==> src/rtl/sysmm_pkg.sv <==
package sysmm_pkg;
    localparam int DATA_W   = 8;
    localparam int ACC_W    = 32;
    localparam int PROD_MAX = 1 << (2 * DATA_W - 2);

    typedef logic signed [DATA_W-1:0]   data_t;
    typedef logic signed [2*DATA_W-1:0] prod_t;
    typedef logic signed [ACC_W-1:0]    acc_t;

    typedef enum logic [1:0] {
        ST_IDLE  = 2'd0,
        ST_RUN   = 2'd1,
        ST_DRAIN = 2'd2
    } flow_state_e;
endpackage

==> src/rtl/sysmm_pe.sv <==
module sysmm_pe
    import sysmm_pkg::*;
#(
    parameter int ROW = 0
) (
    input  logic  clk,
    input  logic  rst_n,
    input  logic  sh_en,
    input  logic  swap,
    input  data_t sh_in,
    output data_t sh_out,
    input  data_t x_in,
    output data_t x_out,
    input  acc_t  ps_in,
    output acc_t  ps_out
);
    localparam int BOUND = (ROW + 1) * PROD_MAX;

    data_t w_sh;
    data_t w_act;
    prod_t prod;

    assign prod   = x_in * w_act;
    assign sh_out = w_sh;

    always_ff @(posedge clk or negedge rst_n) begin
        if (!rst_n) begin
            w_sh   <= '0;
            w_act  <= '0;
            x_out  <= '0;
            ps_out <= '0;
        end else begin
            if (sh_en) begin
                w_sh <= sh_in;
            end
            if (swap) begin
                w_act <= w_sh;
            end
            x_out  <= x_in;
            ps_out <= ps_in + acc_t'(prod);
        end
    end

    // partial sum bounded by the number of rows above plus this one
    assert_no_overflow_R1: assert property (@(posedge clk) disable iff (!rst_n)
        (ps_out <= BOUND) && (ps_out >= -BOUND));

    // shadow weight only moves on a load
    assert_shadow_hold_R4: assert property (@(posedge clk) disable iff (!rst_n)
        !sh_en |=> $stable(w_sh));

    // active weight only moves on an accepted swap
    assert_active_hold_R5: assert property (@(posedge clk) disable iff (!rst_n)
        !swap |=> $stable(w_act));
endmodule

==> src/rtl/sysmm_ctrl.sv <==
module sysmm_ctrl
    import sysmm_pkg::*;
#(
    parameter int N = 4
) (
    input  logic clk,
    input  logic rst_n,
    input  logic in_valid,
    input  logic wt_swap,
    output logic swap_go,
    output logic cap_en,
    output logic out_valid
);
    localparam int LAT    = 2 * N - 1;
    localparam int CW     = $clog2(LAT + 1);
    localparam int DRAINC = LAT - 3;

    flow_state_e state;
    flow_state_e state_nx;
    logic [CW-1:0] cnt;
    logic [LAT:0]  vpipe;

    always_comb begin
        state_nx = state;
        unique case (state)
            ST_IDLE:  if (in_valid) state_nx = ST_RUN;
            ST_RUN:   if (!in_valid) state_nx = ST_DRAIN;
            ST_DRAIN: begin
                if (in_valid) begin
                    state_nx = ST_RUN;
                end else if (cnt == '0) begin
                    state_nx = ST_IDLE;
                end
            end
            default:  state_nx = ST_IDLE;
        endcase
    end

    always_ff @(posedge clk or negedge rst_n) begin
        if (!rst_n) begin
            state <= ST_IDLE;
            cnt   <= '0;
            vpipe <= '0;
        end else begin
            state <= state_nx;
            vpipe <= {vpipe[LAT-1:0], in_valid};
            if (state == ST_RUN && !in_valid) begin
                cnt <= CW'(DRAINC);
            end else if (state == ST_DRAIN && cnt != '0) begin
                cnt <= cnt - 1'b1;
            end
        end
    end

    always_comb begin
        swap_go   = wt_swap && (state == ST_IDLE) && !in_valid;
        cap_en    = vpipe[LAT-1];
        out_valid = vpipe[LAT];
    end

    // a granted swap never meets a wavefront inside the grid
    assert_swap_idle_R6: assert property (@(posedge clk) disable iff (!rst_n)
        swap_go |-> ~|vpipe[LAT-2:0]);

    // IDLE is only reported once the grid holds no vector
    assert_idle_empty_R6: assert property (@(posedge clk) disable iff (!rst_n)
        (state == ST_IDLE) |-> ~|vpipe[LAT-2:0]);
endmodule

==> src/rtl/sysmm_deskew.sv <==
module sysmm_deskew
    import sysmm_pkg::*;
#(
    parameter int N = 4
) (
    input  logic               clk,
    input  logic               rst_n,
    input  logic               cap_en,
    input  logic [N*ACC_W-1:0] col_in,
    output logic [N*ACC_W-1:0] out_vec
);
    acc_t aligned [N];

    for (genvar c = 0; c < N; c++) begin : g_col
        localparam int D = N - 1 - c;
        if (D == 0) begin : g_direct
            assign aligned[c] = col_in[c*ACC_W +: ACC_W];
        end else begin : g_delay
            acc_t dly [D];
            always_ff @(posedge clk or negedge rst_n) begin
                if (!rst_n) begin
                    for (int i = 0; i < D; i++) dly[i] <= '0;
                end else begin
                    dly[0] <= col_in[c*ACC_W +: ACC_W];
                    for (int i = 1; i < D; i++) dly[i] <= dly[i-1];
                end
            end
            assign aligned[c] = dly[D-1];
        end
    end

    always_ff @(posedge clk or negedge rst_n) begin
        if (!rst_n) begin
            out_vec <= '0;
        end else if (cap_en) begin
            for (int c = 0; c < N; c++) out_vec[c*ACC_W +: ACC_W] <= aligned[c];
        end
    end
endmodule

==> src/rtl/sysmm_array.sv <==
module sysmm_array
    import sysmm_pkg::*;
#(
    parameter int N = 4
) (
    input  logic                clk,
    input  logic                rst_n,
    input  logic                wt_valid,
    input  logic [N*DATA_W-1:0] wt_row,
    input  logic                wt_swap,
    input  logic                in_valid,
    input  logic [N*DATA_W-1:0] in_vec,
    output logic                out_valid,
    output logic [N*ACC_W-1:0]  out_vec
);
    data_t x_h  [N][N+1];
    acc_t  ps_v [N+1][N];
    data_t sh_v [N][N];
    logic  swap_go;
    logic  cap_en;
    logic [N*ACC_W-1:0] bottom;

    sysmm_ctrl #(.N(N)) u_ctrl (
        .clk       (clk),
        .rst_n     (rst_n),
        .in_valid  (in_valid),
        .wt_swap   (wt_swap),
        .swap_go   (swap_go),
        .cap_en    (cap_en),
        .out_valid (out_valid)
    );

    for (genvar r = 0; r < N; r++) begin : g_skew
        data_t gated;
        assign gated = in_valid ? data_t'(in_vec[r*DATA_W +: DATA_W]) : '0;
        if (r == 0) begin : g_none
            assign x_h[r][0] = gated;
        end else begin : g_chain
            data_t sk [r];
            always_ff @(posedge clk or negedge rst_n) begin
                if (!rst_n) begin
                    for (int i = 0; i < r; i++) sk[i] <= '0;
                end else begin
                    sk[0] <= gated;
                    for (int i = 1; i < r; i++) sk[i] <= sk[i-1];
                end
            end
            assign x_h[r][0] = sk[r-1];
        end
    end

    for (genvar c = 0; c < N; c++) begin : g_top
        assign ps_v[0][c] = '0;
    end

    for (genvar r = 0; r < N; r++) begin : g_row
        for (genvar c = 0; c < N; c++) begin : g_cell
            data_t sh_src;
            if (r == 0) begin : g_src_port
                assign sh_src = data_t'(wt_row[c*DATA_W +: DATA_W]);
            end else begin : g_src_above
                assign sh_src = sh_v[r-1][c];
            end
            sysmm_pe #(.ROW(r)) u_pe (
                .clk    (clk),
                .rst_n  (rst_n),
                .sh_en  (wt_valid),
                .swap   (swap_go),
                .sh_in  (sh_src),
                .sh_out (sh_v[r][c]),
                .x_in   (x_h[r][c]),
                .x_out  (x_h[r][c+1]),
                .ps_in  (ps_v[r][c]),
                .ps_out (ps_v[r+1][c])
            );
        end
    end

    for (genvar c = 0; c < N; c++) begin : g_bottom
        assign bottom[c*ACC_W +: ACC_W] = ps_v[N][c];
    end

    sysmm_deskew #(.N(N)) u_deskew (
        .clk     (clk),
        .rst_n   (rst_n),
        .cap_en  (cap_en),
        .col_in  (bottom),
        .out_vec (out_vec)
    );
endmodule

==> config.mk <==
export PLATFORM = sky130hd
export DESIGN_NAME = sysmm_array
export DESIGN_NICKNAME = d
export VERILOG_FILES = /design/src/rtl/sysmm_pkg.sv /design/src/rtl/sysmm_pe.sv /design/src/rtl/sysmm_ctrl.sv /design/src/rtl/sysmm_deskew.sv /design/src/rtl/sysmm_array.sv
export SDC_FILE = /design/constraint.sdc
export NUM_CORES = 2
export LEC_CHECK = 0
export BUFFER_PORTS_ARGS = -buffer_cell sky130_fd_sc_hd__buf_2
export CAP_MARGIN = 30
export CORE_ASPECT_RATIO = 1.75
export CORE_MARGIN = 2
export CORE_UTILIZATION = 30
export CTS_CLUSTER_SIZE = 16
export DETAILED_ROUTE_END_ITERATION = 12
export GPL_TIMING_DRIVEN = 0
export PLACE_DENSITY = 0.52
export SLEW_MARGIN = 20
export SYNTH_ARGS = -nofsm -noshare
export SYNTH_HDL_FRONTEND = slang
export SYNTH_SLANG_ARGS = --single-unit
==> constraint.sdc <==
create_clock -name clk -period 11.2 [get_ports clk]
set_input_delay 0.56 -clock clk [delete_from_list [all_inputs] [get_ports clk]]
set_output_delay 0.56 -clock clk [all_outputs]
set_load 0.03 [all_outputs]
Yosys cells after proc, flatten, opt, wreduce, memory -nomap -nowiden

Cells that the tools add are included.

Word-level logic and storage cells: 131
Input port bits: 69
Register bits after elaboration: 1,181
Output and inout bits: 129

Reductions and logical operators: 10
Equal/unequal tests: 5
Add/subtract/negate cells: 13
Mux-type cells: 11
$mul: 16

Operators with widths:

| operator                                              | count |
|---|---|
| adder 32 x 16 -> 32 bit                               | 8 |
| multiplier 8 x 8 -> 16 bit                            | 16 |
| adder 16 x 16 -> 17 bit                               | 4 |
| two-way mux 8 bit                                     | 4 |
| two-way mux 2 bit                                     | 4 |
| two-way mux 3 bit                                     | 2 |
| one-hot mux 2 bit (3 select lines)                    | 1 |
| logical AND 1 bit                                     | 4 |
| inequality test 2 bit, second input constant          | 2 |
| zero test 3 bit                                       | 1 |
| inequality test 3 x 2 -> 1 bit, second input constant | 1 |
| AND reduction 3 bit                                   | 1 |
| nonzero test 3 bit                                    | 1 |
| subtractor 3 x 1 -> 3 bit, second input constant      | 1 |
| equality test 2 x 1 -> 1 bit, second input constant   | 1 |
| equality test 2 bit, second input constant            | 1 |
| zero test 2 bit                                       | 1 |
| nonzero test 2 bit                                    | 1 |
| zero test 1 bit                                       | 1 |

Logic depth before layout (Yosys ltp)

Word-level depth: 4
Mapped depth: 21
Gate-level depth less buffers: 21

By module

Synthesis repeated with hierarchy kept, for this count alone.

Cells, all modules: 10,525
Area total of the unflattened synthesis: 125,007.4 µm²

By module, submodules not included:

| module                                 | area each (µm²) | times used | seq. area each (µm²) | cells each |
|---|---|---|---|---|
| sysmm_pe (g_row[1].g_cell[0].u_pe ...) | 7,063.0         | 9          | 1,401.3              | 608 |
| sysmm_pe (g_row[0].g_cell[0].u_pe ...) | 7,154.4         | 3          | 1,401.3              | 644 |
| sysmm_pe (g_row[3].g_cell[2].u_pe ...) | 7,184.4         | 2          | 1,401.3              | 645 |
| sysmm_deskew                           | 9,626.7         | 1          | 8,007.7              | 462 |
| sysmm_pe (g_row[3].g_cell[1].u_pe)     | 7,038.0         | 1          | 1,401.3              | 625 |
| sysmm_pe (g_row[0].g_cell[3].u_pe)     | 7,020.5         | 1          | 1,401.3              | 626 |
| sysmm_array                            | 1,460.2         | 1          | 1,201.2              | 84 |
| sysmm_ctrl                             | 462.9           | 1          | 325.3                | 34 |

Worst setup path before layout

No wires, ideal clock.

Kind: reg2reg
From: register g_row[3].g_cell[1].u_pe.w_act[0]
To: register g_row[3].g_cell[1].u_pe.ps_out[26]
Setup time: 0.125 ns
Data arrival time: 6.028 ns
Period minus slack after synthesis: 6.153 ns
Path buffers: 1
Slack: 5.047 ns
Cell stages (with the launch flop): 19
Path through: dfrtp_1 > clkbuf_1 > and2_1 > inv_1 > fa_1 > inv_1 > fa_1 > fa_1 > fa_1 > fa_1 > ha_1 > o21a_1 > o31ai_4 > a211oi_2 > o21a_4 > a2111oi_2 > nor3_1 > or2_1 > xor2_1

Longest elaborated chain between the ends: 2

Ends and longest elaborated chain:

| what                       | line           | source |
|---|---|---|
| from (decl)                | sysmm_pe.sv:20 | `data_t w_act;` |
| from (signal assigned)     | sysmm_pe.sv:37 | `w_act <= w_sh;` |
| multiplier 8 x 8 -> 16 bit | sysmm_pe.sv:23 | `assign prod = x_in * w_act;` |
| adder 32 x 16 -> 32 bit    | sysmm_pe.sv:40 | `ps_out <= ps_in + acc_t'(prod);` |
| to (signal assigned)       | sysmm_pe.sv:40 |  |
| to (decl)                  | sysmm_pe.sv:15 | `output acc_t ps_out` |

No other way between the ends.
A chain may end at the register's enable or synchronous reset.

Worst setup path after layout

From: register g_row[2].g_cell[0].u_pe.w_act[0]
To: register g_row[2].g_cell[0].u_pe.ps_out[22]

Longest elaborated chain between the ends: 2

Ends and longest elaborated chain:

| what                       | line |
|---|---|
| from (decl)                | sysmm_pe.sv:20 |
| from (signal assigned)     | sysmm_pe.sv:37 |
| multiplier 8 x 8 -> 16 bit | sysmm_pe.sv:23 |
| adder 32 x 16 -> 32 bit    | sysmm_pe.sv:40 |
| to (signal assigned)       | sysmm_pe.sv:40 |
| to (decl)                  | sysmm_pe.sv:15 |

No other way between the ends.

==> flow_summary.yaml <==
setup_path:
  arrival_ps: 6970
  reg2reg_to: "g_row[2].g_cell[0].u_pe.ps_out[22]$_DFF_PN0_"
  path_class: "register to register"
  reg2reg_slack_ps: 4840
  end_kind: "register"
  path_max_fanout: 10
  crit-reg2reg-launch: "g_row[2].g_cell[0].u_pe.w_act[0]$_DFFE_PN0P_"
  required_ps: 11810
  setup.worst_path.start_class: "register"
  reg2reg_depth: 17
sta:
  grt_setup_unrepaired: "false"
  finalSetupViolCount: 0
  finClkSkew_ps: 83.12
  fin_crit_sh: 0.5679
  slew_viol_final: 0
  max_slew_margin: 0.4026
  hold_violations: 0
  timing.fmax_ghz: 0.1572
  fin_hold_ws_ps: 63.08
  worst_pin_slew_ps: 896.1
  setup_tns_ps: 0
  min_period_ps: 6361
floorplan:
  core.rowCount: 267
  core_area_sq_um: 301300
  start_util: 0.3009
  die_area_sq_um: 306800
  die_h_um: 731.2
  io_pins: 198
  fp.dieW_um: 419.6
yosys:
  synth_compound_area_frac: 0.04603
  synth_ff_type: "dfrtp_1"
  synthSimpleGateAreaFrac: 0.08823
  synth_cells: 7770
  synth.avg_cell_area_sq_um: 11.67
  synth_top_family_by_area: "adder cells"
  yosys_warnings: 0
  synth_fa_ha_area_frac: 0.4124
  synth_area_leaders: "fa_1, dfrtp_1, ha_1"
  yosysMostFrequentCell: "inv_1"
  synth-async-reset-ratio: 1.000
  ys_seq_area_frac: 0.3094
  netlist-cell-type-count: 86
  yosysTopAreaCell: "fa_1"
  netlist_area_sq_um: 90660
  ys_seq_elements: 1121
  synth_xor_area_frac: 0.02821
  synthMuxAreaShare: 0.04680
  synth_top_area_share: 0.3100
  netlist_top_cells_count: "inv_1, fa_1, dfrtp_1"
  synth_edf_count: 0
  syn-num-nets: 9985
placed_design:
  dp_hpwl_mm: 159.7
  dp.cells: 12020
  gp_congestion: 0.7992
  port-buffer-count: 196
finish:
  fin_cells: 12300
  utilization: 0.3381
  drive_gt1_frac: 0.1041
  areaGrowthSynthToFinish_pct: 12.39
  nets: 10370
cts:
  path_clk_slew_ps: 70
  cts.sink_count: 1121
  ctsHtreeMaxLevel: 3
  cts_tree: "yes"
  numCtsBuffers: 116
  insertion_delay_ps: 810
  root_buffer: "clkbuf_16"
  cts_resized: 0
  cts_max_path_buffers: 3
job:
  drv_cap: 0
detailed_routing:
  drt-vias-per-instance: 4.354
  detail-route-antenna-nets: 0
  routed-via-count: 53550
  wl_per_cell_um: 15.62
  drc: 0
  first_pass_iters: 7
  drtIter0Drc: 1901
  wl_mm: 192.1
grt:
  grt_max_degree: 153
  grt_usage: 0.1301
  gr-total-overflow: 0
  grt_pass1_wl_mm: 321.1
  grt_pass1_vias: 61140
  antenna_found_initial: 7
min_path:
  hold_class: "input pin to register"
  min_to: "g_skew[3].g_chain.sk[16]$_DFF_PN0_"
  min_from: "in_vec[24]"
  whs_path_depth: 2
run_status:
  status: "finished, final reports clean"
-- how the worst max path moves through the flow --
stage                                                      start                                            to  slack (ps)  cells after the start
finish              g_row[2].g_cell[0].u_pe.w_act[0]$_DFFE_PN0P_  g_row[2].g_cell[0].u_pe.ps_out[22]$_DFF_PN0_        4840                     17
global route        g_row[2].g_cell[0].u_pe.w_act[0]$_DFFE_PN0P_  g_row[2].g_cell[0].u_pe.ps_out[22]$_DFF_PN0_        4410                     17
CTS                 g_row[2].g_cell[0].u_pe.w_act[0]$_DFFE_PN0P_  g_row[2].g_cell[0].u_pe.ps_out[24]$_DFF_PN0_        4780                     17
detailed placement             g_skew[3].g_chain.sk[7]$_DFF_PN0_  g_row[3].g_cell[0].u_pe.ps_out[30]$_DFF_PN0_        4860                     16
global placement                                           rst_n  g_row[0].g_cell[3].u_pe.ps_out[13]$_DFF_PN0_      -15110                      1
floorplan           g_row[3].g_cell[1].u_pe.w_act[0]$_DFFE_PN0P_  g_row[3].g_cell[1].u_pe.ps_out[26]$_DFF_PN0_        5050                     18
-- worst max-delay path, stage by stage (launching register included) --
cell and delay [ps]:
dfrtp_1 320, clkbuf_1 360, and2_1 670, inv_1 130, fa_1 510, inv_1 50
fa_1 490, fa_1 570, fa_1 430, fa_1 440, ha_1 340, o21ai_0 130
a21boi_1 220, o21ai_0 140, a21oi_1 390, a211oi_1 230, nor3_1 520, o21ai_0 210
-- area by class of cell --
class / instances / area [sq um]
Tap cell: 4035 / 5049
Antenna cell: 7 / 17.52
Timing Repair Buffer: 271 / 2009
Buffer: 105 / 414.1
Fill cell: 30230 / 199400
Multi-Input combinational cell: 4987 / 56380
Sequential cell: 1121 / 28050
Clock inverter: 58 / 812.0
Clock buffer: 156 / 3314
Inverter: 1557 / 5844
-- cells by family after synthesis --
family,Yosys count
buf+inv,1662
flops,1121
compound gates,621
xor+xnor,292
fa+ha+maj,2146
mux,377
simple gates,1551
-- metal layers --
layer  vias up  wire, um  part of all wire  track usage
met5         -        13          0.000068            0
met4         2      5484             0.029      0.03812
met3       271      5030             0.026      0.01398
met2       628    103100              0.54       0.2482
met1     27700     78550              0.41       0.1511
li1      24940         -                 -            -
-- flip-flops by register name, summed over array words and instances, names as in the netlist --
name / count
g_row.g_cell.u_pe.ps_out: 388
g_row.g_cell.u_pe.sh_out: 128
g_row.g_cell.u_pe.w_act: 128
u_deskew.g_col.g_delay.dly: 128
u_deskew.out_vec: 128
g_row.g_cell.u_pe.x_out: 96
u_deskew.aligned: 64
g_skew.g_chain.sk: 48
u_ctrl.vpipe: 8
u_ctrl.cnt: 3
u_ctrl.state: 2
-- cell usage in the layout, fill, tap and decap left out, types with 37 or more instances in the layout --
| cell | instances |
|---|---|
| inv_1 | 1553 |
| fa_1 | 1404 |
| dfrtp_1 | 1121 |
| ha_1 | 742 |
| and2_1 | 519 |
| nand2_1 | 479 |
| mux2_2 | 375 |
| xnor2_1 | 242 |
| buf_2 | 203 |
| nor2_1 | 177 |
| a21oi_1 | 173 |
| clkbuf_16 | 117 |
| o21ai_0 | 110 |
| clkbuf_1 | 102 |
| nand2b_1 | 81 |
| a21o_1 | 65 |
| and3_1 | 62 |
| dlygate4sd3_1 | 54 |
| nor3_1 | 53 |
| nand3_1 | 53 |
| nor2b_1 | 52 |
| xor2_1 | 50 |
| o21bai_1 | 37 |
-- through the flow --
| step | area [sq um] | worst slack, ps |
|---|---|---|
| after detailed placement | 97210 | 4859 |
| after CTS | 101900 | 4776 |
| final | 101900 | 4839 |
| after global placement | 96690 | -15110 |
| after floorplan | 90660 | 5047 |
| after global routing | 101900 | 4407 |
-- what timing repair did --
item,CTS,global route
buffers inserted,0,0
hold endpoints to repair,171,0
hold buffers,54,0
Power is left out: the tool's default activity adds up to more than one toggle a clock period on the data nets, which glitch-free logic cannot reach.
